`src/rtl/insn_sequencer.sv`:
```
module insn_sequencer #(
  parameter int ADDR_W    = 16,
  parameter int DIV_STEPS = 16
) (
  input  logic              clk,
  input  logic              rst,
  input  logic [7:0]        mem_rdata,
  input  logic [2:0]        insn_class,
  input  logic [15:0]       mul_operand,
  output logic [ADDR_W-1:0] fetch_addr,
  output logic [15:0]       instr,
  output logic              fetch_lo_en,
  output logic              fetch_hi_en,
  output logic              exec_en,
  output logic              retire
);
  localparam int MAX_STEPS = (DIV_STEPS > 16) ? DIV_STEPS : 16;
  localparam int CNT_W     = $clog2(MAX_STEPS + 1);
  localparam int T_LO = 0, T_HI = 1, T_EX = 2;

  logic [2:0]        tok;
  logic [CNT_W-1:0]  cnt, extra, msb_pos;
  logic [ADDR_W-1:0] pc;

  always_comb begin
    msb_pos = '0;
    for (int i = 0; i < 16; i++)
      if (mul_operand[i]) msb_pos = CNT_W'(i + 1);
  end

  always_comb begin
    case (insn_class)
      3'b001, 3'b011: extra = CNT_W'(1);
      3'b010, 3'b100: extra = CNT_W'(2);
      3'b101:         extra = msb_pos;
      3'b110:         extra = CNT_W'(DIV_STEPS);
      default:        extra = '0;
    endcase
  end

  assign fetch_lo_en = tok[T_LO];
  assign fetch_hi_en = tok[T_HI];
  assign exec_en     = tok[T_EX];
  assign fetch_addr  = pc;
  assign retire      = (tok[T_HI] && extra == '0) || (tok[T_EX] && cnt == CNT_W'(1));

  always_ff @(posedge clk) begin
    if (rst) begin
      tok   <= 3'b001;
      pc    <= '0;
      instr <= '0;
      cnt   <= '0;
    end else begin
      unique case (1'b1)
        tok[T_LO]: begin
          instr[7:0] <= mem_rdata;
          pc         <= pc + 1'b1;
          tok        <= 3'b010;
        end
        tok[T_HI]: begin
          instr[15:8] <= mem_rdata;
          pc          <= pc + 1'b1;
          cnt         <= extra;
          tok         <= (extra == '0) ? 3'b001 : 3'b100;
        end
        default: begin
          cnt <= cnt - 1'b1;
          if (cnt == CNT_W'(1)) tok <= 3'b001;
        end
      endcase
    end
  end

  AST_ONE_STEP: assert property (@(posedge clk) disable iff (rst)
    $countones({fetch_lo_en, fetch_hi_en, exec_en}) == 1);
  AST_PC_HOLD: assert property (@(posedge clk) disable iff (rst)
    exec_en |=> (fetch_addr == $past(fetch_addr)));
  AST_PC_STEP: assert property (@(posedge clk) disable iff (rst)
    fetch_lo_en |=> (fetch_hi_en && fetch_addr == $past(fetch_addr) + 1'b1));
  AST_RETIRE_NEXT: assert property (@(posedge clk) disable iff (rst)
    retire |=> (fetch_lo_en && !retire));
  AST_PLAIN_RETIRE: assert property (@(posedge clk) disable iff (rst)
    (fetch_hi_en && (insn_class == 3'b000 || insn_class == 3'b111)) |-> retire);
  AST_MUL_ZERO: assert property (@(posedge clk) disable iff (rst)
    (fetch_hi_en && insn_class == 3'b101 && mul_operand == 16'd0) |-> retire);
  AST_DIV_ENTER: assert property (@(posedge clk) disable iff (rst)
    (fetch_hi_en && insn_class == 3'b110) |=> (exec_en && !retire));
  AST_BYTE_MEM: assert property (@(posedge clk) disable iff (rst)
    (fetch_hi_en && (insn_class == 3'b001 || insn_class == 3'b011)) |=> (exec_en && retire));
endmodule

```
`config.mk`:
```
export PLATFORM = sky130hd
export DESIGN_NAME = insn_sequencer
export DESIGN_NICKNAME = d
export VERILOG_FILES = /design/src/rtl/insn_sequencer.sv
export SDC_FILE = /design/constraint.sdc
export NUM_CORES = 1
export LEC_CHECK = 0
export ABC_AREA = 0
export BUFFER_PORTS_ARGS = -buffer_cell sky130_fd_sc_hd__buf_4
export CAP_MARGIN = 0
export CORE_ASPECT_RATIO = 1.4
export CORE_UTILIZATION = 30
export DETAILED_ROUTE_END_ITERATION = 16
export GPL_TIMING_DRIVEN = 0
export PLACE_DENSITY_LB_ADDON = 0.1
export SYNTH_ARGS = -nofsm -noshare
export SYNTH_HDL_FRONTEND = slang
export SYNTH_SLANG_ARGS = --single-unit
```
`constraint.sdc`:
```
create_clock -name clk -period 2.3 [get_ports clk]
set_clock_uncertainty 0.1 [all_clocks]
set_input_delay 0.345 -clock clk [delete_from_list [all_inputs] [get_ports clk]]
set_output_delay 0.345 -clock clk [all_outputs]
set_load 0.02 [all_outputs]
```
==> results of run 1 <==
## critical path, delay by kind of cell
| kind | cells | cell delay, ns |
|---|---|---|
| and+or+nand+nor | 2 | 0.91 |
| AOI/OAI and AO/OA | 2 | 0.52 |
| buffers and inverters | 2 | 0.22 |
## layout by cell type, fill, tap and decap left out, types with 6 or more instances in the layout
cell type  count
clkbuf_8       6
nand2_1       12
clkbuf_1       9
a21oi_1       11
nor2b_1        6
dfxtp_1       40
o21ai_0       11
xor2_1         8
nor2_1        49
mux2i_1       16
buf_4         61
## per-layer routing
layer,vias up,track usage (%)
met5,-,0
met4,0,6.12
met3,2,4.07
met2,39,25.6
met1,790,16.5
li1,913,-
## report_power, final
part	internal [mW]	leakage [nW]	switching (mW)
Combinational	0.150	0.736	0.166
Clock	0.244	0.0445	0.240
Sequential	0.733	0.327	0.0299
Total	1.13	1.11	0.436
## synthesized netlist by cell type, drive strengths merged (2+ instances only)
| library cell | instances | area share, % |
|---|---|---|
| buf | 2 | 0.40 |
| nor3 | 3 | 0.80 |
| nor3b | 2 | 0.80 |
| mux2i | 16 | 8.5 |
| ha | 3 | 2.0 |
| nand4 | 2 | 0.67 |
| nand2 | 12 | 2.4 |
| inv | 5 | 1.0 |
| xnor2 | 5 | 2.3 |
| and3 | 3 | 1.0 |
| xor2 | 8 | 3.7 |
| clkbuf | 8 | 1.6 |
| nand2b | 3 | 1.0 |
| dfxtp | 40 | 43 |
| o21ai | 13 | 3.5 |
| and4 | 2 | 0.93 |
| a311oi | 2 | 0.93 |
| or3 | 4 | 1.3 |
| nor2b | 6 | 2.0 |
| or4 | 3 | 1.2 |
| a21oi | 11 | 2.9 |
| nand3 | 2 | 0.53 |
| nor2 | 49 | 9.8 |
## repair_timing
item	4_1_cts	5_1_grt
pin swaps	5	0
buffers inserted	2	0
setup endpoints to repair	1	1
gates resized for setup	7	0
## worst max path at each step
stage | start | endpoint | cells past startpoint
after floorplan | mul_operand[6] | retire | 4
after global placement | mul_operand[6] | retire | 6
after detailed placement | mul_operand[6] | retire | 6
after CTS | mul_operand[14] | retire | 6
after global routing | mul_operand[14] | retire | 6
final | mul_operand[14] | retire | 6
## stage by stage
stage / total power [mW] / worst slack (ns) / utilization [%] / TNS [ns] / instances
5_1_grt: 1.65 / -0.173 / 43.3 / -0.173 / 365
4_1_cts: 1.59 / -0.157 / 43.3 / -0.157 / 365
3_5_place_dp: 1.09 / -0.226 / 41.0 / -0.226 / 355
3_3_place_gp: 1.09 / -0.220 / 41.0 / -0.220 / 355
2_1_floorplan: 0.957 / 0.00838 / - / 0 / 222
6_report: 1.56 / -0.138 / 43.3 / -0.138 / 365
## area by class of cell
cell class | count | area (µm²) | area share [%]
Multi-Input combinational cell | 167 | 1030 | 40.1
Sequential cell | 40 | 801 | 31.1
Timing Repair Buffer | 65 | 503 | 19.5
Tap cell | 70 | 87.6 | 3.40
Clock buffer | 7 | 86.3 | 3.35
Buffer | 10 | 37.5 | 1.46
Inverter | 5 | 18.8 | 0.729
Clock inverter | 1 | 7.51 | 0.292
## sequential cells by signal (all words and copies together), names as in the netlist
| register | count |
|---|---|
| instr | 16 |
| fetch_addr | 16 |
| cnt | 5 |
| tok | 3 |
## kinds of logic after synthesis
logic type	synth area share (%)
buffers and inverters	3.00
adder cells (fa/ha/maj)	2.00
flip-flops	42.7
AO/OA/AOI/OAI	12.5
XOR/XNOR	6.07
AND/OR/NAND/NOR	25.2
multiplexers	8.54
==> metrics, run 1 <==
status complete, but fails checks; failing checks setup timing; nets@finish 326; CP peak stage delay between 0.5 and 0.6 ns; drt pass-1 iters 6; Core Region 5950 µm²; first-pass GRT wire length 7120 µm; actual slew at the worst max-slew pin roughly 0.76 ns; WL met2 2290 µm; PnR worst setup slack -0.138 ns; fillers approximately 640; die height 95.6 µm; minimum clock period between 2 and 2.5 ns; most used cell, CP buf_6; hold path startpoint mem_rdata[7]; largest net degree at the start of global routing 13; Met1 Wirelength between 2000 and 2500 µm; synthesis-to-finish area growth 37.3%; RSZ-0062 raised after global routing yes; die width 68.8 µm; Slew headroom roughly half; Initial Utilization between 30% and 40%; slowest CP cell or4_4; fmax 410 MHz; Fin. Hold Viols 0; Arr. time, crit path between 1.5 and 2 ns; crit-path max FO 2; CTS Buf Count 5; cts hold-fix bufs 0; clock sink count 40; Max VDD drop around 0.39 mV; port bufs 63; Synthesis Warnings 0; initial detailed-routing violation count 63; fin. max-slew vios 0; synthesized area per cell 8.45 µm²; Placed Instance Area ~2400 µm²; via count ~1700; layout cells sized above 1 26.4%; DRT Wirelength 4570 µm; Synth cell types between 40 and 50; PD cells between 600 and 700 nW/µm²; Synth Register Bits 40; GRT Residual Overflow 0; initial antenna violation count 0; Worst Hold End instr[7]; DIE AREA 6580 µm²; ANT cells 0; CP Class in2out; synthesized instance count 222; top_reg_cell synth dfxtp_1; dpl hpwl 3410 µm; max_cap viols 0; FF-to-FF Start tok[1]; Req. time, crit path 1.86 ns; Hold WS 0.203 ns; Top Metal Used met4; Mapped Nets about 250; Post-synth EDFFs 0; metal3 WL 226 µm; Critical R2R Capture fetch_addr[9]; clock transition at the registers of the reported paths 0.08 ns; vias in the first global route 1629; worst-case clock buffer depth 2; R2R Setup Slk 0.42 ns; # IOs between 60 and 70; period utilisation layout 106%; placer congestion estimate between 0.7 and 0.8; post-synthesis cell area approximately 1900 µm²; Routed Antenna Nets 0; sequential share of the synthesized area 42.7%; R2R cell count 6; hold path depth 3; # H-tree levels 2; final setup violation count 1; GRT Total Usage 14.7%; CTS tree yes; CP startpoint kind primary input; CTS root buffer clkbuf_8; asr flop ratio synth 0%; Worst Hold Class in2reg; crit end category output port; P_leak roughly 1.1 nW; Post-route DRC 0; # rows 33; fin area between 2000 and 3000 µm²; Clk Latency, worst-skew pair between 0.2 and 0.3 ns; CP cell instances buf_6 -> or4_4 -> or3_1 -> a221o_1 -> o21ai_2 -> buf_6; via/cell ratio 4.78; Avg WL per Cell 12.5 µm
No activity file was read; power rests on OpenSTA's default activity.
==> run 2, diff against run 1 <==
--- a/config.mk
+++ b/config.mk
@@ -12,7 +12,10 @@
 export CORE_UTILIZATION = 30
 export DETAILED_ROUTE_END_ITERATION = 16
 export GPL_TIMING_DRIVEN = 0
+export HOLD_SLACK_MARGIN = 0.03
 export PLACE_DENSITY_LB_ADDON = 0.1
+export SETUP_SLACK_MARGIN = 0.1
 export SYNTH_ARGS = -nofsm -noshare
 export SYNTH_HDL_FRONTEND = slang
 export SYNTH_SLANG_ARGS = --single-unit
+export TNS_END_PERCENT = 10
==> metrics, run 2 (synthesis results as in run 1) <==
minimum clock period 2.47 ns; Placed Instances 355; clock transition at the registers of the reported paths 0.07 ns; DIE AREA 6580 µm²; initial antenna violation count 0; clock sink count 40; fin util 44.0%; Worst Hold End instr[0]; most frequent cells in the layout 61 x buf_4, 49 x nor2_1, 40 x dfxtp_1; hold path startpoint mem_rdata[0]; die width 68.8 µm; R2R Setup Slk 0.43 ns; worst-case clock buffer depth 2; CP Class in2out; RSZ-0062 raised after global routing yes; max_cap viols 0; nets@finish between 300 and 400; fillers 637; synthesis-to-finish area growth 39.4%; Core Region 5950 µm²; Fin. Hold Viols 0; failing checks setup timing; hold path depth 3; fmax 406 MHz; setup TNS -0.166 ns; Critical R2R Capture fetch_addr[9]; status complete, but fails checks; Sw Pwr 434 µW; initial detailed-routing violation count 33; actual slew at the worst max-slew pin 0.748 ns; combinational share of power about a fifth; Arr. time, crit path 2.02 ns; sequential power share between 40 and 50%; Initial Utilization a little under a third; CTS tree yes; metal3 WL 272 µm; Req. time, crit path 1.86 ns; Max VDD drop 0.374 mV; GRT Residual Overflow 0; placer congestion estimate 0.749; crit-path max FO 2; die height 95.6 µm; CP startpoint kind primary input; GRT Total Usage between 10% and 20%; largest net degree at the start of global routing 13; CTS root buffer clkbuf_8; PnR worst setup slack -0.166 ns; # H-tree levels 2; WL met2 2260 µm; switching share of power between 20 and 30%; Avg WL per Cell 12.6 µm; DRT Wirelength around 4600 µm; FF-to-FF Start tok[0]; non-filler cells, final 365; via count between 1500 and 2000; layout cells sized above 1 between 20% and 30%; vias in the first global route between 1500 and 2000; PD cells between 600 and 700 nW/µm²; Clk Latency, worst-skew pair 0.29 ns; crit end category output port; # rows 33; Routed Antenna Nets 0; first-pass GRT wire length 7480 µm; Clock Power Share a little over a third; Met1 Wirelength 2000 µm; via/cell ratio 4.78; drt pass-1 iters 4; total power 1.70 mW; Top Metal Used met4; most common cell after layout, fill and taps aside buf_4; Post-route DRC 0; CTS Buf Count 5; P_leak 1.13 nW; fin. max-slew vios 0; # IOs 65; R2R cell count 6; P_int 1.27 mW; dpl hpwl 3450 µm; period utilisation layout 107%; port bufs 63; Slew headroom 50.1%; final setup violation count 1; Worst Hold Class in2reg; ANT cells 0
run 2: layout make-up:
class,instances,area [µm²],area share [%]
multi-input cells,167,1040,39.8
flip-flops and latches,40,801,30.6
repair buffers,65,503,19.2
clock buffers,7,96.3,3.68
well taps,70,87.6,3.35
plain buffers,10,37.5,1.44
clock inverters,1,30.0,1.15
inverters,5,18.8,0.718
run 2: metrics by stage:
stage               hold slack [ns]  cell area [µm²]  worst slack [ns]
CTS                           0.197             2610            -0.223
global placement              0.377             2450            -0.252
finish                        0.200             2620            -0.166
detailed placement            0.386             2450            -0.278
global route                  0.212             2620            -0.209
floorplan                     0.379             1890            0.0344
run 2: worst max-delay path, cell delays in order:
cell	delay (ns)
buf_6	0.09
or4_4	0.52
or3_1	0.39
a221o_1	0.39
o21ai_4	0.15
buf_6	0.13
run 2: how the worst max path moves through the flow:
stage | cells past startpoint | start | to
after floorplan | 4 | mul_operand[11] | retire
after global placement | 6 | mul_operand[11] | retire
after detailed placement | 6 | mul_operand[11] | retire
after CTS | 6 | mul_operand[5] | retire
after global routing | 6 | mul_operand[5] | retire
final | 6 | mul_operand[5] | retire
run 2: timing repair:
item                       4_1_cts  5_1_grt
gates resized for setup          5        1
hold buffers                     0        0
pin swaps                        5        1
setup endpoints to repair        1        1
setup buffers                    2        0
run 2: power by group through the flow:
stage	registers (mW)	clock network, mW	logic, mW
floorplan	0.809	0	0.150
global placement	0.779	0	0.314
detailed placement	0.779	0	0.315
CTS	0.763	0.636	0.323
global route	0.769	0.664	0.355
finish	0.763	0.619	0.318
run 2: per-layer routing:
metal / vias up / global-route usage [%]
li1: 908 / -
met1: 784 / 17.4
met2: 47 / 26.2
met3: 6 / 3.47
met4: 0 / 5.44
met5: - / 0
==> run 3, diff against run 2 <==
--- a/config.mk
+++ b/config.mk
@@ -9,12 +9,13 @@
 export BUFFER_PORTS_ARGS = -buffer_cell sky130_fd_sc_hd__buf_4
 export CAP_MARGIN = 0
 export CORE_ASPECT_RATIO = 1.4
+export CORE_MARGIN = 5
 export CORE_UTILIZATION = 30
 export DETAILED_ROUTE_END_ITERATION = 16
 export GPL_TIMING_DRIVEN = 0
 export HOLD_SLACK_MARGIN = 0.03
 export PLACE_DENSITY_LB_ADDON = 0.1
-export SETUP_SLACK_MARGIN = 0.1
+export SLEW_MARGIN = 20
 export SYNTH_ARGS = -nofsm -noshare
 export SYNTH_HDL_FRONTEND = slang
 export SYNTH_SLANG_ARGS = --single-unit
==> metrics, run 3 (synthesis results as in run 1) <==
Hold WS 0.213 ns; Initial Utilization 30.4%; CTS tree yes; actual slew at the worst max-slew pin 0.690 ns; # rows 34; worst-case clock buffer depth 2; initial antenna violation count 0; most frequent cells in the layout 60 x buf_4, 49 x nor2_1, 40 x dfxtp_1; fin area 2580 µm²; Core Region a little over 6000 µm²; failing checks setup timing; crit end category output port; CTS Buf Count 5; clock sink count 40; hold path depth 3; largest net degree at the start of global routing 12; dpl hpwl 3660 µm; final setup violation count 1; Avg WL per Cell around 13 µm; layout cells sized above 1 26.5%; Slew headroom 54.0%; Critical R2R Capture fetch_addr[9]; vias in the first global route 1857; Routed Antenna Nets 0; via count 1755; GRT Residual Overflow 0; R2R cell count 6; GRT Total Usage around 12%; DRT Wirelength 4810 µm; PnR worst setup slack -0.166 ns; fmax 406 MHz; Req. time, crit path between 1.5 and 2 ns; cts hold-fix bufs 0; dpl ws -0.269 ns; period utilisation layout 107%; FF-to-FF Start tok[1]; # H-tree levels 2; die height 104 µm; port bufs 63; Clk Latency, worst-skew pair around 0.28 ns; Worst Hold Class in2reg; CP Class in2out; max_cap viols 0; via/cell ratio 4.80; crit-path max FO 2; initial detailed-routing violation count 66; Worst Hold End instr[11]; P_leak 1.11 nW; ANT cells 0; most common cell after layout, fill and taps aside buf_4; Fin. Hold Viols 0; hold path startpoint mem_rdata[3]; non-filler cells, final 366; fin. max-slew vios 0; die width 76.8 µm; placer congestion estimate 0.772; RSZ-0062 raised after global routing yes; first-pass GRT wire length between 8000 and 9000 µm; drt pass-1 iters 4; synthesis-to-finish area growth 37.8%; Max VDD drop ~0.40 mV; Post-route DRC 0; fillers 668; sequential standard cell area around 800 µm²; clock transition at the registers of the reported paths 0.07 ns; status complete, but fails checks; Arr. time, crit path 2.02 ns; PD cells 606 nW/µm²; Placed Instances 357; DIE AREA 7960 µm²; # IOs 65; nets@finish ~330; R2R Setup Slk about 0.43 ns; Multi-input gate area 1030 µm²; CP startpoint kind primary input; minimum clock period roughly 2.5 ns; Placed Instance Area 2440 µm²; CTS root buffer clkbuf_8
==> run 3: stage by stage <==
step           setup TNS [ns]  total power [mW]  utilization, %
4_1_cts                -0.166              1.60            41.9
2_1_floorplan               0             0.957               -
3_3_place_gp           -0.265              1.09            39.6
6_report               -0.166              1.57            41.9
5_1_grt                -0.208              1.66            41.9
3_5_place_dp           -0.269              1.09            39.6
==> run 3: timing repair <==
item	4_1_cts	5_1_grt
pin swaps	5	0
resized for setup	8	0
setup buffers	2	0
setup endpoints to repair	1	1
==> run 3: report_power, final <==
group	switching, mW	internal, mW	leakage [nW]
registers	0.0296	0.733	0.327
logic	0.168	0.151	0.737
clock network	0.218	0.267	0.0503
==> run 3: how the worst max path moves through the flow <==
| stage | endpoint | cells past startpoint | startpoint |
|---|---|---|---|
| global placement | retire | 6 | mul_operand[6] |
| global route | retire | 6 | mul_operand[14] |
| floorplan | retire | 4 | mul_operand[6] |
| CTS | retire | 6 | mul_operand[14] |
| detailed placement | retire | 6 | mul_operand[6] |
| finish | retire | 6 | mul_operand[14] |
==> run 3: final cells by class <==
class | instances | share of cell area (%)
multi-input combinational | 167 | 40.0
sequential | 40 | 31.0
timing repair buffer | 65 | 19.6
clock buffer | 7 | 3.73
tap | 72 | 3.49
buffer | 10 | 1.45
inverter | 5 | 0.726
==> run 3: routing by layer <==
layer	wire length, µm	vias up	global-route usage [%]
met5	0	-	0
met4	61	0	4.13
met3	306	5	4.34
met2	2390	45	20.8
met1	2040	794	14.5
li1	-	911	-
==> run 3: worst max-delay path, cell delays in order <==
cell	delay, ns
buf_6	0.09
or4_4	0.53
or3_1	0.38
a221o_1	0.37
o21ai_2	0.18
buf_6	0.14
